**src/rtl/dsp_pair_pkg.sv**
```systemverilog
package dsp_pair_pkg;
    localparam int CLS_W  = 3;
    localparam int N_CLS  = 5;
    localparam int N_CODE = 1 << CLS_W;

    typedef enum logic [CLS_W-1:0] {
        CLS_FXU  = 3'd0,
        CLS_LSU  = 3'd1,
        CLS_BR   = 3'd2,
        CLS_VAR  = 3'd3,
        CLS_VPLS = 3'd4
    } unit_cls_e;

    typedef enum logic {
        ST_RUN      = 1'b0,
        ST_ROM_WAIT = 1'b1
    } gate_state_e;

    // Combination legality between two class codes (order independent).
    function automatic logic classes_combine(input int a, input int b);
        if (a >= N_CLS || b >= N_CLS) return 1'b0;
        if (a == b) return 1'b0;
        if ((a == int'(CLS_LSU) && b == int'(CLS_VPLS)) ||
            (b == int'(CLS_LSU) && a == int'(CLS_VPLS))) return 1'b0;
        return 1'b1;
    endfunction
endpackage

```
**src/rtl/dsp_class_matrix.sv**
```systemverilog
module dsp_class_matrix
    import dsp_pair_pkg::*;
(
    input  logic [CLS_W-1:0] cls_old,
    input  logic [CLS_W-1:0] cls_young,
    output logic             combo_ok
);
    logic grid [N_CODE][N_CODE];

    for (genvar i = 0; i < N_CODE; i++) begin : g_row
        for (genvar j = 0; j < N_CODE; j++) begin : g_col
            assign grid[i][j] = classes_combine(i, j);
        end
    end

    assign combo_ok = grid[cls_old][cls_young];
endmodule

```
**src/rtl/dsp_solo_screen.sv**
```systemverilog
module dsp_solo_screen
    import dsp_pair_pkg::*;
#(
    parameter int ADDR_W = 3
) (
    input  logic [CLS_W-1:0]  s0_cls,
    input  logic              s0_nonpipe,
    input  logic              s0_ucode,
    input  logic              s0_sync,
    input  logic [ADDR_W-1:0] s0_addr_lo,
    input  logic              s1_ucode,
    input  logic              s1_sync,
    output logic              older_solo,
    output logic              younger_block
);
    logic misaligned;
    logic is_branch;

    assign misaligned    = (s0_addr_lo != '0);
    assign is_branch     = (s0_cls == CLS_BR);
    assign older_solo    = s0_nonpipe | s0_ucode | s0_sync | is_branch | misaligned;
    assign younger_block = s1_ucode | s1_sync;
endmodule

```
**src/rtl/dsp_rom_timer.sv**
```systemverilog
module dsp_rom_timer #(
    parameter int MC_STALL = 7,
    localparam int CNT_W   = $clog2(MC_STALL + 1)
) (
    input  logic clk,
    input  logic rst_n,
    input  logic load,
    output logic expire
);
    logic [CNT_W-1:0] cnt_q;

    always_ff @(posedge clk or negedge rst_n) begin
        if (!rst_n)              cnt_q <= '0;
        else if (load)           cnt_q <= CNT_W'(MC_STALL);
        else if (cnt_q != '0)    cnt_q <= cnt_q - 1'b1;
    end

    assign expire = (cnt_q == CNT_W'(1));
endmodule

```
**src/rtl/dual_dispatch_gate.sv**
```systemverilog
module dual_dispatch_gate
    import dsp_pair_pkg::*;
#(
    parameter int MC_STALL = 7,
    parameter int ADDR_W   = 3
) (
    input  logic              clk,
    input  logic              rst_n,
    input  logic              s0_valid,
    input  logic [CLS_W-1:0]  s0_cls,
    input  logic              s0_nonpipe,
    input  logic              s0_ucode,
    input  logic              s0_sync,
    input  logic [ADDR_W-1:0] s0_addr_lo,
    input  logic              s1_valid,
    input  logic [CLS_W-1:0]  s1_cls,
    input  logic              s1_nonpipe,
    input  logic              s1_ucode,
    input  logic              s1_sync,
    output logic              go_s0,
    output logic              go_s1,
    output logic              rom_stall
);
    localparam int LEN_W = $clog2(MC_STALL + 1) + 1;

    gate_state_e state_q, state_d;
    logic combo_ok, older_solo, younger_block, timer_load, timer_expire;

    dsp_class_matrix u_matrix (
        .cls_old  (s0_cls),
        .cls_young(s1_cls),
        .combo_ok (combo_ok)
    );

    dsp_solo_screen #(.ADDR_W(ADDR_W)) u_screen (
        .s0_cls       (s0_cls),
        .s0_nonpipe   (s0_nonpipe),
        .s0_ucode     (s0_ucode),
        .s0_sync      (s0_sync),
        .s0_addr_lo   (s0_addr_lo),
        .s1_ucode     (s1_ucode),
        .s1_sync      (s1_sync),
        .older_solo   (older_solo),
        .younger_block(younger_block)
    );

    dsp_rom_timer #(.MC_STALL(MC_STALL)) u_timer (
        .clk   (clk),
        .rst_n (rst_n),
        .load  (timer_load),
        .expire(timer_expire)
    );

    // State register
    always_ff @(posedge clk or negedge rst_n) begin
        if (!rst_n) state_q <= ST_RUN;
        else        state_q <= state_d;
    end

    // Next state and outputs
    always_comb begin
        state_d    = state_q;
        go_s0      = 1'b0;
        go_s1      = 1'b0;
        rom_stall  = 1'b0;
        timer_load = 1'b0;
        unique case (state_q)
            ST_RUN: begin
                go_s0 = s0_valid;
                go_s1 = s0_valid & s1_valid & combo_ok & ~older_solo & ~younger_block;
                if (s0_valid && s0_ucode) begin
                    timer_load = 1'b1;
                    state_d    = ST_ROM_WAIT;
                end
            end
            ST_ROM_WAIT: begin
                rom_stall = 1'b1;
                if (timer_expire) state_d = ST_RUN;
            end
            default: state_d = ST_RUN;
        endcase
    end

    // Checker state: length of the current stall window
    logic [LEN_W-1:0] stall_len_q;
    always_ff @(posedge clk or negedge rst_n) begin
        if (!rst_n)         stall_len_q <= '0;
        else if (rom_stall) stall_len_q <= stall_len_q + 1'b1;
        else                stall_len_q <= '0;
    end


    pair_needs_older_chk: assert property (@(posedge clk) disable iff (!rst_n)
        go_s1 |-> (go_s0 && s1_valid));

    idle_slot_chk: assert property (@(posedge clk) disable iff (!rst_n)
        !s0_valid |-> (!go_s0 && !go_s1));

    stall_blocks_chk: assert property (@(posedge clk) disable iff (!rst_n)
        rom_stall |-> (!go_s0 && !go_s1));

    ucode_enters_stall_chk: assert property (@(posedge clk) disable iff (!rst_n)
        (go_s0 && s0_ucode) |=> rom_stall);

    stall_window_len_chk: assert property (@(posedge clk) disable iff (!rst_n)
        $fell(rom_stall) |-> (stall_len_q == LEN_W'(MC_STALL)));

    stall_bound_chk: assert property (@(posedge clk) disable iff (!rst_n)
        rom_stall |-> (stall_len_q < LEN_W'(MC_STALL)));

    branch_older_solo_chk: assert property (@(posedge clk) disable iff (!rst_n)
        (s0_cls == CLS_BR) |-> !go_s1);

    group_align_chk: assert property (@(posedge clk) disable iff (!rst_n)
        go_s1 |-> (s0_addr_lo == '0));

    ucode_solo_chk: assert property (@(posedge clk) disable iff (!rst_n)
        go_s1 |-> (!s0_ucode && !s1_ucode));
endmodule

```
**config.mk**
```make
export PLATFORM = sky130hd
export DESIGN_NAME = dual_dispatch_gate
export DESIGN_NICKNAME = d
export VERILOG_FILES = /design/src/rtl/dsp_pair_pkg.sv /design/src/rtl/dsp_class_matrix.sv /design/src/rtl/dsp_solo_screen.sv /design/src/rtl/dsp_rom_timer.sv /design/src/rtl/dual_dispatch_gate.sv
export SDC_FILE = /design/constraint.sdc
export NUM_CORES = 1
export LEC_CHECK = 0
export BUFFER_PORTS_ARGS = -buffer_cell sky130_fd_sc_hd__buf_2
export CORE_AREA = 5 5 42 44
export DETAILED_ROUTE_END_ITERATION = 10
export DIE_AREA = 0 0 47 49
export SLEW_MARGIN = 15
export SYNTH_ARGS = -nofsm -noshare
export SYNTH_HDL_FRONTEND = slang
export SYNTH_SLANG_ARGS = --single-unit
export TNS_END_PERCENT = 10
```
**constraint.sdc**
```tcl
create_clock -name clk -period 3.5 [get_ports clk]
set_clock_uncertainty 0.1 [all_clocks]
set_input_delay 0.7 -clock clk [delete_from_list [all_inputs] [get_ports clk]]
set_output_delay 0.7 -clock clk [all_outputs]
set_load 0.05 [all_outputs]
```
== Word-level counts from Yosys, hierarchy flattened ==
Memory sizes are Yosys's and may differ from the RTL's.
Index checks and enable logic that the tools add are counted.

* Register bits after elaboration: 4
* RAM bits: 0
* Logic and storage cells: 40
* Input bits: 19
* Memories: 1
* Bits in latches: 0
* Bits in read-only memories: 64
* Output and inout bits: 3

{| class="wikitable"
|+ Memories
! name !! depth !! bits a word !! read ports !! clocked after memory_dff !! wr ports !! RTL line !! text
|-
| (no name shown) || 8 || 8 || 1 || 0 || 0 || dsp_class_matrix.sv:16 || <nowiki>assign combo_ok = grid[cls_old][cls_young];</nowiki>
|}

* Add/subtract/negate cells: 1
* Mux-type cells: 14
* Order comparisons: 2
* Reductions and logical operators: 4
* Div/mod/pow operators: 0
* Multipliers: 0
* Equal/unequal tests: 2
* Bitwise logic cells: 14
* Shift operators: 0

{| class="wikitable"
|+ Operators with widths
! kind !! number
|-
| $mux 8 || 2
|-
| $ge 4x4->1 const B || 2
|-
| $mux 1 || 8
|-
| $not 3->4 || 2
|-
| $mux 3 || 2
|-
| $reduce_bool 3->1 || 2
|-
| $or 1x1->1 || 5
|-
| $and 1x1->1 || 4
|-
| $bmux 1 s3 || 1
|-
| $eq 3x1->1 const B || 1
|-
| $eq 3x2->1 const B || 1
|-
| $not 1->1 || 3
|-
| $sub 3x1->3 const B || 1
|-
| $pmux 1 s2 || 1
|-
| $reduce_bool 2->1 || 1
|-
| $logic_and 1x1->1 || 1
|}

== Logic depth before layout (Yosys ltp) ==
* Depth in word-level cells: 11
* Gate-level depth with buffers: 5
* Depth with buffers taken out: 5

== By module ==
From an unflattened synthesis, not the netlist that was laid out.

* Cell total of the unflattened synthesis: 42
* Area total of the unflattened synthesis: 361.6 um^2

{| class="wikitable"
|+ Modules (own cells, without submodules)
! module !! seq. area each (um^2) !! cells an instance !! area an instance (um^2) !! instances
|-
| dsp_rom_timer || 75.1 || 19 || 193.9 || 1
|-
| dsp_class_matrix || 0.0 || 11 || 68.8 || 1
|-
| dual_dispatch_gate || 25.0 || 7 || 63.8 || 1
|-
| dsp_solo_screen || 0.0 || 5 || 35.0 || 1
|}

== Worst setup path after synthesis ==
No wires, ideal clock.

* Path kind: input to output
* From: input s0_cls[1]
* To: output go_s1
* Slack: 1056 ps
* Arrival time: 1644 ps
* Stages on the path: 3
* Data required time: 2700 ps
* Path buffers: 0
* Cells stage by stage: or3b_1 -> a21oi_1 -> o311a_1

* Word-level cells in the longest chain between the ends: 11
* Elaborated cells on any way between the ends: 15
* Those cells by class: 1 x eq/ne; 6 x mux; 7 x bitwise; 1 x memory

{| class="wikitable"
|+ Ends and longest elaborated chain
! element !! RTL line !! text
|-
| start, declared || dual_dispatch_gate.sv:10 || <nowiki>input logic [CLS_W-1:0] s0_cls,</nowiki>
|-
| $not 3->4 (not written as such) || dsp_class_matrix.sv:16 ||
|-
| $mem_v2 8x8 || n/a ||
|-
| $mux 8 (not written as such) (2 in series) || dsp_class_matrix.sv:16 ||
|-
| $bmux 1 s3 || dsp_class_matrix.sv:16 ||
|-
| $mux 1 (not written as such) (2 in series) || dsp_class_matrix.sv:16 ||
|-
| $and 1x1->1 || dual_dispatch_gate.sv:70 || <nowiki>go_s1 = s0_valid & s1_valid & combo_ok & ~older_solo & ~younger_block;</nowiki>
|-
| $and 1x1->1 (*) (2 in series) || dual_dispatch_gate.sv:70 ||
|-
| $mux 1 (*) || dual_dispatch_gate.sv:67 || <nowiki>unique case (state_q)</nowiki>
|-
| end, declared || dual_dispatch_gate.sv:21 || <nowiki>output logic go_s1,</nowiki>
|}

Mark *: on every way between the ends. The rest lies on a longest branch, timed or not. The select of a mux whose other input is x is not followed.

== Worst setup path in the final report ==
Same ends and word-level chain as after synthesis.

==> run metrics <==
area delta synth->final 41.6%; critical path class in -> out; Clock Path Buffers 2; Crit path buffers/inverters 2; register area share after synthesis 29.2%; fin worst setup slack a little under 1 ns; max cap viols 0; Worst Path Arrival between 1.5 and 2 ns; post-route antenna net violation count 0; Clock Latency Late Sink 0.23 ns; DR iter-0 viols 0; crit path max fanout 5; Max VDD drop between 200 and 300 uV; CTS tree built; M2 GR Usage 10.4%; # IOs 22; HP Class in -> async; Startpoint Class input port; Residual DRC 0; # port buffers 20; largest net degree at the start of global routing 7; number of register bits inferred by synthesis 4; max-slew violations 0; initial antenna violation count 0; PwrDens 604 nW/um^2; setup_tns 0 ns; met1 usage between 7 and 8%; total congestion overflow 0; die area 2300 sq um; Clock transition at path regs about 0.030 ns; CTS H-tree lvls 1; Highest Clock Rate 0.396 GHz; largest family of logic cells by synthesized area simple AND/OR/NAND/NOR gates; crit-path cells buf_2, or3b_1, a21oi_1, o311a_1, buf_2; synthesized instance count 40; Least-Margin Pin Slew ~0.28 ns; Max stage delay on crit path 0.36 ns; vias in the first global route 333; Initial Utilization between 20 and 25%; final worst-path cycle share 72.2%; CTS Sinks 4; multiplexer share of the synthesized area 0%; DR vias 356; hold_buf cts 0; vias per cell 4.51; post_cts resized 0; status completed; DPL Wire Length 676 microns; Adder-Cell Fraction of Synth Area 10.9%; post-synthesis area per instance ~8.6 sq um; CTS root buf clkbuf_4; DP Worst Slack approximately 0.97 ns; RePlAce Congestion ~0.8; RSZ-0062 raised after global routing no; Placeable Area around 1400 sq um; die height around 50 microns; post-CTS setup buffers 0; leakage 0.255 nW; Synthesized Nets 62; first-pass GRT wire length 1190 microns; num rows 14; DRT Pass-1 Iters 1; Post-Synth Simple-Gate Area 35.8%; Setup-failing EPs final 0; diodes inserted 0; synth unique cells 21; wire length per cell 9.89 microns; Yosys Warn Count 0; CP most frequent cell buf_2; CP top delay family buffers and inverters; Final #Nets 87; max_slew headroom between 80% and 90%; Post-Synth XOR/XNOR Area approximately 2.6%; final count of hold timing violations 0; slowest cell on the critical path or3b_1; Syn Std Cell Area 343 sq um; total track usage roughly 7.4%; Synth Area in Compound Gates approximately 16%; CP endpoint kind output port; post-layout minimum cycle time 2.53 ns; Worst EP required 2.70 ns; Die Wd 47 microns; Routed WL roughly 780 microns; share of cells above drive strength 1 39.7%; GR peak layer met2; met3 global-route usage 2.95%; clock buffer count from CTS 3
==> state kept, by name, summed over array words and instances (netlist names) <==
name,count
u_timer.cnt_q,3
state_q,1
==> through the flow <==
| step | util [%] | hold WS [ns] | instance area, sq um | instances | power, W |
|---|---|---|---|---|---|
| 2_1_floorplan | - | 0.304 | 343 | 40 | 0.000199 |
| 3_3_place_gp | 33.0 | 0.402 | 463 | 76 | 0.000237 |
| 3_5_place_dp | 33.0 | 0.406 | 463 | 76 | 0.000242 |
| 4_1_cts | 34.6 | 0.159 | 485 | 79 | 0.000300 |
| 5_1_grt | 34.6 | 0.156 | 485 | 79 | 0.000326 |
| 6_report | 34.6 | 0.168 | 485 | 79 | 0.000293 |
==> worst register-to-register path, cell delays in order (launching register included) <==
cell     delay (ns)
dfrtp_1        0.37
inv_1          0.12
ha_1           0.19
nor2b_1        0.24
xnor2_1        0.15
nand2_1        0.07
==> Yosys cell counts <==
cell type,n,share of area (%)
dfrtp_1,4,29
o311a_1,1,2.9
o41ai_1,1,2.6
ha_1,3,11
a31o_1,1,2.6
and4_1,1,2.6
or2b_1,1,2.2
o211ai_1,1,2.2
a21oi_1,3,4.4
and2b_1,1,2.2
nor3b_1,1,2.2
xnor2_1,1,2.6
nand2_1,6,6.6
nor3_1,1,1.5
o21ai_0,1,1.5
inv_1,5,5.5
or2b_2,2,5.1
nor4_1,1,1.8
nor2b_1,2,3.6
nor4bb_1,1,2.9
or3b_1,2,5.1
==> worst paths after layout <==
kind	startpoint	endpoint	slack [ns]	cells after the start
max in group asynchronous	rst_n	u_timer.cnt_q[1]$_DFFE_PN0P_	3.02	1
worst min-delay path	rst_n	u_timer.cnt_q[2]$_DFFE_PN0P_	0.17	1
worst max register to register	u_timer.cnt_q[0]$_DFFE_PN0P_	u_timer.cnt_q[0]$_DFFE_PN0P_	2.14	5
worst max-delay path	s0_cls[1]	go_s1	0.97	5
min in group clk	u_timer.cnt_q[1]$_DFFE_PN0P_	u_timer.cnt_q[1]$_DFFE_PN0P_	0.41	2
worst min register to register	u_timer.cnt_q[1]$_DFFE_PN0P_	u_timer.cnt_q[1]$_DFFE_PN0P_	0.41	2
==> placed cells by master (no fill, tap or decap), types with 2 or more instances in the layout <==
cell,synthesis,final
buf_2,0,20
nand2_1,6,6
inv_1,5,5
dfrtp_1,4,4
a21oi_1,3,3
ha_1,3,3
clkbuf_4,0,3
nor2b_1,2,2
or2b_2,2,2
or3b_1,2,2
==> cell families (layout without fill, tap and decap cells) <==
logic type      Yosys count  in the layout
compound gates            8              8
xor+xnor                  1              1
fa+ha+maj                 3              3
buf+inv                   5             28
flops                     4              4
simple gates             19             19
==> final cells by class <==
type	count	area, sq um
Clock buffer	3	22.5
Fill cell	154	916
Inverter	5	18.8
Multi-Input combinational cell	31	224
Sequential cell	4	100
Tap cell	16	20.0
Timing Repair Buffer	20	100
==> power by group <==
part           leakage [nW]  switching (W)  internal [W]
clock network        0.0138      0.0000153     0.0000381
registers            0.0459      0.0000162     0.0000719
logic                 0.196      0.0000934     0.0000583
==> metal layers <==
layer,part of all wire [%],wire length [microns]
met3,9.3,73
met5,0,0
met4,0,0
met1,40,309
met2,51,398
(Power assumes the default switching activity.)
